[src/rtl/lcd_cmd_decoder.sv]
module lcd_cmd_decoder #(
  parameter int BUSY_CYCLES = 32
) (
  input  logic        clk,
  input  logic        rst_n,
  input  logic        wr_en,
  input  logic        cmd_sel,
  input  logic [7:0]  wr_data,
  output logic [7:0]  status,
  output logic [6:0]  cur_col,
  output logic [4:0]  cur_row,
  output logic [4:0]  cg_offset,
  output logic [15:0] addr_ptr,
  output logic [15:0] text_home,
  output logic [7:0]  text_cols,
  output logic [15:0] graph_home,
  output logic [7:0]  graph_cols,
  output logic        cg_ram_only,
  output logic [2:0]  merge_mode,
  output logic        graphic_on,
  output logic        text_on,
  output logic        cursor_on,
  output logic        blink_on,
  output logic [3:0]  cursor_lines,
  output logic        xfer_go,
  output logic [7:0]  xfer_op
);
  localparam int CW = $clog2(BUSY_CYCLES + 1);
  localparam logic [CW-1:0] BUSY_LOAD = CW'(BUSY_CYCLES);

  logic [CW-1:0] busy_cnt;
  logic [7:0]    arg_lo, arg_hi;
  logic          auto_mode;
  logic          ready, take, take_cmd;
  logic          mode_legal, is_xfer;

  assign ready    = (busy_cnt == '0);
  assign take     = wr_en && ready;
  assign take_cmd = take && cmd_sel;
  assign status   = {4'b0000, auto_mode, 1'b0, ready, ready};

  assign mode_legal = (wr_data[2:0] == 3'b000) || (wr_data[2:0] == 3'b001) ||
                      (wr_data[2:0] == 3'b011) || (wr_data[2:0] == 3'b100);
  assign is_xfer = (wr_data[7:3] == 5'b11000) || (wr_data == 8'hE0) ||
                   (wr_data == 8'hE8) || (wr_data[7:4] == 4'hF);

  always_ff @(posedge clk) begin
    if (!rst_n) begin
      busy_cnt     <= '0;
      arg_lo       <= '0;
      arg_hi       <= '0;
      auto_mode    <= 1'b0;
      cur_col      <= '0;
      cur_row      <= '0;
      cg_offset    <= '0;
      addr_ptr     <= '0;
      text_home    <= '0;
      text_cols    <= '0;
      graph_home   <= '0;
      graph_cols   <= '0;
      cg_ram_only  <= 1'b0;
      merge_mode   <= '0;
      graphic_on   <= 1'b0;
      text_on      <= 1'b0;
      cursor_on    <= 1'b0;
      blink_on     <= 1'b0;
      cursor_lines <= 4'd1;
      xfer_go      <= 1'b0;
      xfer_op      <= '0;
    end else begin
      xfer_go <= 1'b0;
      if (!ready) busy_cnt <= busy_cnt - 1'b1;
      if (take && !cmd_sel) begin
        arg_lo <= arg_hi;
        arg_hi <= wr_data;
      end
      if (take_cmd) begin
        busy_cnt <= BUSY_LOAD;
        case (wr_data)
          8'h21: begin
            cur_col <= arg_lo[6:0];
            cur_row <= arg_hi[4:0];
          end
          8'h22: cg_offset  <= arg_lo[4:0];
          8'h24: addr_ptr   <= {arg_hi, arg_lo};
          8'h40: text_home  <= {arg_hi, arg_lo};
          8'h41: text_cols  <= arg_lo;
          8'h42: graph_home <= {arg_hi, arg_lo};
          8'h43: graph_cols <= arg_lo;
          8'hB0, 8'hB1: auto_mode <= 1'b1;
          8'hB2, 8'hB3: auto_mode <= 1'b0;
          default: begin
            if (wr_data[7:4] == 4'h8 && mode_legal) begin
              cg_ram_only <= wr_data[3];
              merge_mode  <= wr_data[2:0];
            end
            if (wr_data[7:4] == 4'h9) begin
              graphic_on <= wr_data[3];
              text_on    <= wr_data[2];
              cursor_on  <= wr_data[1];
              blink_on   <= wr_data[0];
            end
            if (wr_data[7:3] == 5'b10100)
              cursor_lines <= {1'b0, wr_data[2:0]} + 4'd1;
            if (is_xfer) begin
              xfer_go <= 1'b1;
              xfer_op <= wr_data;
            end
          end
        endcase
      end
    end
  end
endmodule

[config.mk]
export PLATFORM = sky130hd
export DESIGN_NAME = lcd_cmd_decoder
export DESIGN_NICKNAME = d
export VERILOG_FILES = /design/src/rtl/lcd_cmd_decoder.sv
export SDC_FILE = /design/constraint.sdc
export NUM_CORES = 1
export LEC_CHECK = 0
export BUFFER_PORTS_ARGS = -buffer_cell sky130_fd_sc_hd__buf_4
export CAP_MARGIN = 20
export CORE_UTILIZATION = 35
export DETAILED_ROUTE_END_ITERATION = 10
export HOLD_SLACK_MARGIN = 0.12
export SLEW_MARGIN = 20
export SYNTH_ARGS = -nofsm -noshare
export SYNTH_HDL_FRONTEND = slang
export SYNTH_SLANG_ARGS = --single-unit
export TNS_END_PERCENT = 50
[constraint.sdc]
create_clock -name clk -period 3.2 [get_ports clk]
set_input_delay 0.48 -clock clk [delete_from_list [all_inputs] [get_ports clk]]
set_output_delay 0.48 -clock clk [all_outputs]
set_load 0.02 [all_outputs]
## Yosys cells after proc, flatten, opt, wreduce, memory -nomap -nowiden

Index checks and enable logic that the tools add are counted.

- Eq/ne operators: 22
- $add $sub $neg: 2
- Reductions and logical operators: 31
- Muxes and demuxes: 4
- Bitwise operators: 3

Operators by type and width:

| kind | number |
|---|---|
| equality test 8 bit (second input constant) | 6 |
| equality test 8 x 7 -> 1 bit (second input constant) | 4 |
| equality test 8 x 6 -> 1 bit (second input constant) | 3 |
| AND reduction 2 bit | 8 |
| OR reduction 13 bit | 1 |
| equality test 4 bit (second input constant) | 3 |
| 2-to-1 mux 6 bit | 2 |
| AND reduction 3 bit | 4 |
| OR reduction 11 bit | 1 |
| equality test 5 bit (second input constant) | 2 |
| logical NOT 6 bit | 1 |
| logical OR 1 bit | 6 |
| OR reduction 2 bit | 3 |
| subtractor 6 x 1 -> 6 bit (second input constant) | 1 |
| adder 3 x 1 -> 4 bit (second input constant) | 1 |
| logical AND 1 bit | 4 |
| equality test 3 x 1 -> 1 bit (second input constant) | 1 |
| equality test 3 x 2 -> 1 bit (second input constant) | 1 |
| equality test 3 bit (second input constant) | 1 |
| logical NOT 3 bit | 1 |
| inverter 1 bit | 3 |
| != test 2 x 1 -> 1 bit (second input constant) | 1 |
| case mux 1 bit (2 select lines) | 1 |
| nonzero test 2 bit | 1 |
| other kinds (2) | 2 |

- Input bits: 12
- Register bits after elaboration: 125
- Logic and storage cells: 84
- Output and inout bits: 110

## Longest topological paths before layout

- Word-level depth: 6
- Depth in mapped cells: 9
- Mapped depth without buffers: 7

## Worst setup path before layout

Ideal clock, no wire load.

- Kind: register to register
- Start: register busy_cnt[0]
- End: register graph_home[6]
- Period minus slack after synthesis: 2671 ps
- Setup time: 72 ps
- Cell stages (with the launch flop): 10
- Data required time: 3128 ps
- Arrival time: 2599 ps
- Setup slack: 529 ps
- Cell sequence: dfxtp_1 -> inv_1 -> ha_1 -> or4b_1 -> buf_2 -> or4_4 -> buf_6 -> nor4_4 -> buf_6 -> mux2i_1

- Longest elaborated chain between the ends: 4

Ends and longest elaborated chain:

| item | line | RTL |
|---|---|---|
| start: declaration | 31 | `logic [CW-1:0] busy_cnt;` |
| start signal: assignment | 72 | `if (!ready) busy_cnt <= busy_cnt - 1'b1;` |
| logical NOT 6 bit | 37 | `assign ready = (busy_cnt == '0);` |
| logical AND 1 bit | 38 | `assign take = wr_en && ready;` |
| logical AND 1 bit | 39 | `assign take_cmd = take && cmd_sel;` |
| AND reduction 2 bit (no source line) | - |  |
| end signal: assignment | 88 | `8'h42: graph_home <= {arg_hi, arg_lo};` |
| end: declaration | 16 | `output logic [15:0] graph_home,` |

No other way between the ends.
A chain may end at the register's enable or synchronous reset.

## Worst setup path after layout

- Start: register busy_cnt[0]
- End: output port status[0]

- Longest elaborated chain between the ends: 1

Ends and longest elaborated chain:

| item | line | RTL |
|---|---|---|
| logical NOT 6 bit | 37 |  |
| end: declaration | 9 | `output logic [7:0] status,` |

No other way between the ends.

==> summary.md <==
| Metric | Value |
|---|---|
| CTS resizes | `0` |
| Yosys Warn Count | `0` |
| Hold crit path type | `primary input to register` |
| Fin crit period | `roughly 2.7 ns` |
| WP data required | `between 2 and 3 ns` |
| Power Density | `between 600 and 700 nW/um^2` |
| First-pass GRT wire length | `20200 um` |
| Critical Path End | `status[0]` |
| Synth unique cells | `38` |
| Hold slack | `about 0.36 ns` |
| Num CTS Buffers | `17` |
| RD Place Congestion | `between 0.7 and 0.8` |
| Port Buffers | `about 120` |
| GRT Resource Usage Total | `between 15 and 20%` |
| Residual DRC count | `0` |
| Slew Limit Headroom | `48.5%` |
| Synth Register Bits | `125` |
| Final Cycle Share | `a little over four fifths` |
| Max VDD drop | `~0.36 mV` |
| Crit Path Category | `register to output port` |
| Area of the die | `around 15000 sq um` |
| IO Count | `122` |
| Int Pwr | `3.08 mW` |
| RSZ-0062 raised after global routing | `false` |
| Post-synth design cell area | `4970 sq um` |
| Die width | `121 um` |
| Clock slew at reported path FFs | `~0.050 ns` |
| Starting Density | `between 30% and 40%` |
| Clk buf depth | `2` |
| Max-slew violations | `0` |
| Vias per cell | `between 4 and 5` |
| Layout cells sized above 1 | `roughly 27%` |
| Reg2Reg Launch Point | `busy_cnt[0]` |
| CP endpoint kind | `output port` |
| Worst-margin pin slew | `slightly below 0.8 ns` |
| Sequential share of the synthesized area | `50.4%` |
| Drt pass-1 iters | `5` |
| Antenna fix cells | `0` |
| R2R Path End | `text_home[2]` |
| Post-Syn Instances | `just over 500` |
| Total grt overflow | `0` |
| 1st-iter DRT viols | `~110` |
| Clock Tree Root | `clkbuf_16` |
| R2R setup slack | `roughly 0.55 ns` |
| Clock share of power | `49.9%` |
| Post-route ant nets | `0` |
| R2r worst-path depth | `7` |
| Nets | `630` |
| Avg WL per Cell | `between 15 and 20 um` |
| Switch share | `approximately 24%` |
| Setup violators final | `0` |
| CP arrival | `2.20 ns` |
| Largest net degree at the start of global routing | `54` |
| Worst setup path startpoint | `busy_cnt[0]` |
| Pleak | `around 2.7 nW` |
| Initial antenna violation count | `0` |
| Max Freq | `0.373 GHz` |
| Final HPWL DP | `between 8000 and 9000 um` |
| Clk sinks | `between 100 and 150` |
| Setup TNS | `0 ns` |
| Via count | `approximately 3800` |
| Max Cap Viol | `0` |
| Clk Latency, worst-skew pair | `a little over 0.4 ns` |
| CTS tree | `done` |
| Setup bufs post-CTS | `0` |
| Std-Cell Rows | `43` |
| Gate power share | `a little under 10%` |
| Sw power | `just under 1 mW` |
| Status | `complete, no violations` |
| Number of global-route vias before repair | `between 3000 and 4000` |
| Top fanout value on the critical path | `7` |
| Die Y | `121 um` |
| Clock skew | `roughly 0.0057 ns` |
| Syn Area/Cell | `just under 10 sq um` |
| Hold Vio Cnt, Final | `0` |
| WL final | `12500 um` |
| Core area | `roughly 14000 sq um` |
| Layout area overhead | `32.6%` |
| Sequential power share | `about two fifths` |
| Startpoint Class | `register` |
| Post-CTS Hold Fix Bufs | `0` |
| H-Tree Depth | `4` |
## cells by family after synthesis
kind of cell / Yosys count / share of synthesized area, %
fa+ha+maj: 6 / 1.51
compound gates: 18 / 2.24
other cells: 1 / 0.0755
flops: 125 / 50.4
xor+xnor: 5 / 0.882
simple gates: 190 / 17.8
mux: 111 / 22.4
buf+inv: 47 / 4.74
## layout make-up
| type | instances | area [sq um] |
|---|---|---|
| Fill cell | 1334 | 7300 |
| Sequential cell | 125 | 2500 |
| Multi-Input combinational cell | 335 | 2250 |
| Timing Repair Buffer | 127 | 953 |
| Clock buffer | 18 | 439 |
| Tap cell | 180 | 225 |
| Clock inverter | 14 | 191 |
| Inverter | 6 | 22.5 |
## cells in the final DEF, fill, tap and decap left out, drive strengths merged, types with 3 or more instances in the layout
cell type	netlist	final
nor4b	3	3
mux2i	110	110
o21a	3	3
clkinv	0	5
clkinvlp	0	4
a21oi	5	5
or2	3	3
buf	15	127
nor2	30	30
nand2	124	124
o21ai	6	6
bufinv	0	4
conb	1	5
nor4	6	6
nor3	4	4
nand3	6	6
clkbuf	26	18
xnor2	4	4
ha	6	6
dfxtp	125	125
inv	6	7
## cell usage after synthesis
library cell | number | area share (%)
inv_1 | 6 | 0.45
buf_2 | 4 | 0.40
or3_1 | 2 | 0.25
or4_4 | 1 | 0.23
and4_1 | 2 | 0.35
o221ai_1 | 1 | 0.18
xnor2_1 | 4 | 0.71
o211a_1 | 1 | 0.20
nor2_1 | 30 | 2.3
a21oi_1 | 5 | 0.50
nand2_1 | 124 | 9.4
o21a_1 | 3 | 0.45
or4b_1 | 1 | 0.20
ha_1 | 6 | 1.5
or2_2 | 3 | 0.38
or4_1 | 1 | 0.15
and3_1 | 1 | 0.13
o21ai_0 | 6 | 0.60
buf_4 | 8 | 1.2
nand4_1 | 2 | 0.25
xor2_1 | 1 | 0.18
mux2i_1 | 110 | 22
conb_1 | 1 | 0.075
nor4_4 | 4 | 1.7
a211oi_1 | 2 | 0.30
nor2b_1 | 2 | 0.25
dfxtp_1 | 125 | 50
nor4b_2 | 1 | 0.30
nand2b_1 | 1 | 0.13
nor4_1 | 2 | 0.25
buf_6 | 3 | 0.68
nor3_1 | 4 | 0.40
clkbuf_1 | 25 | 1.9
or4b_2 | 1 | 0.20
nor4b_1 | 2 | 0.35
clkbuf_2 | 1 | 0.10
mux2_2 | 1 | 0.23
nand3_1 | 6 | 0.60
## metal layers
| layer | vias to the layer above | global-route usage (%) | part of all wire [%] | routed length, um |
|---|---|---|---|---|
| met3 | 17 | 6.81 | 6.8 | 851 |
| li1 | 1891 | - | - | - |
| met4 | 0 | 6.40 | 1.6 | 204 |
| met5 | - | 0 | 0 | 0 |
| met1 | 1813 | 22.7 | 47 | 5840 |
| met2 | 107 | 28.2 | 45 | 5620 |
## stage by stage
stage | power [mW] | util (%) | cells | worst slack (ns) | area, sq um
2_1_floorplan | 2.00 | - | 507 | 0.529 | 4980
3_3_place_gp | 2.06 | 42.9 | 773 | 0.638 | 5950
3_5_place_dp | 2.08 | 42.9 | 773 | 0.555 | 5950
4_1_cts | 4.11 | 47.4 | 805 | 0.495 | 6590
5_1_grt | 4.24 | 47.4 | 805 | 0.394 | 6590
6_report | 4.07 | 47.4 | 805 | 0.521 | 6590
## how the worst min path moves through the flow
stage / to / cells past startpoint / from / slack, ns
2_1_floorplan: auto_mode / 2 / auto_mode / 0.44
3_3_place_gp: text_home[1] / 2 / text_home[1] / 0.44
3_5_place_dp: cur_col[1] / 2 / cur_col[1] / 0.45
4_1_cts: arg_hi[7] / 3 / wr_data[7] / 0.35
5_1_grt: arg_hi[7] / 3 / wr_data[7] / 0.37
6_report: arg_hi[7] / 3 / wr_data[7] / 0.36
## power groups by stage
stage / Sequential [mW] / Combinational (mW) / Clock, mW
floorplan: 1.66 / 0.340 / 0
global route: 1.65 / 0.440 / 2.15
detailed placement: 1.68 / 0.399 / 0
finish: 1.64 / 0.398 / 2.03
global placement: 1.67 / 0.391 / 0
CTS: 1.64 / 0.402 / 2.06
## worst max-delay path, stage by stage, from the launching register on
cell,delay (ns)
dfxtp_1,0.33
inv_1,0.09
ha_1,0.14
or4b_1,0.55
or2_2,0.35
inv_1,0.16
buf_4,0.17
## state kept, by name, indices dropped and copies added, names as in the netlist, 7 cells and up
name        count
xfer_op         8
cur_col         7
graph_cols      8
graph_home     16
arg_hi          8
arg_lo          8
text_home      16
text_cols       8
addr_ptr       16
No activity file was read; power rests on OpenSTA's default activity.
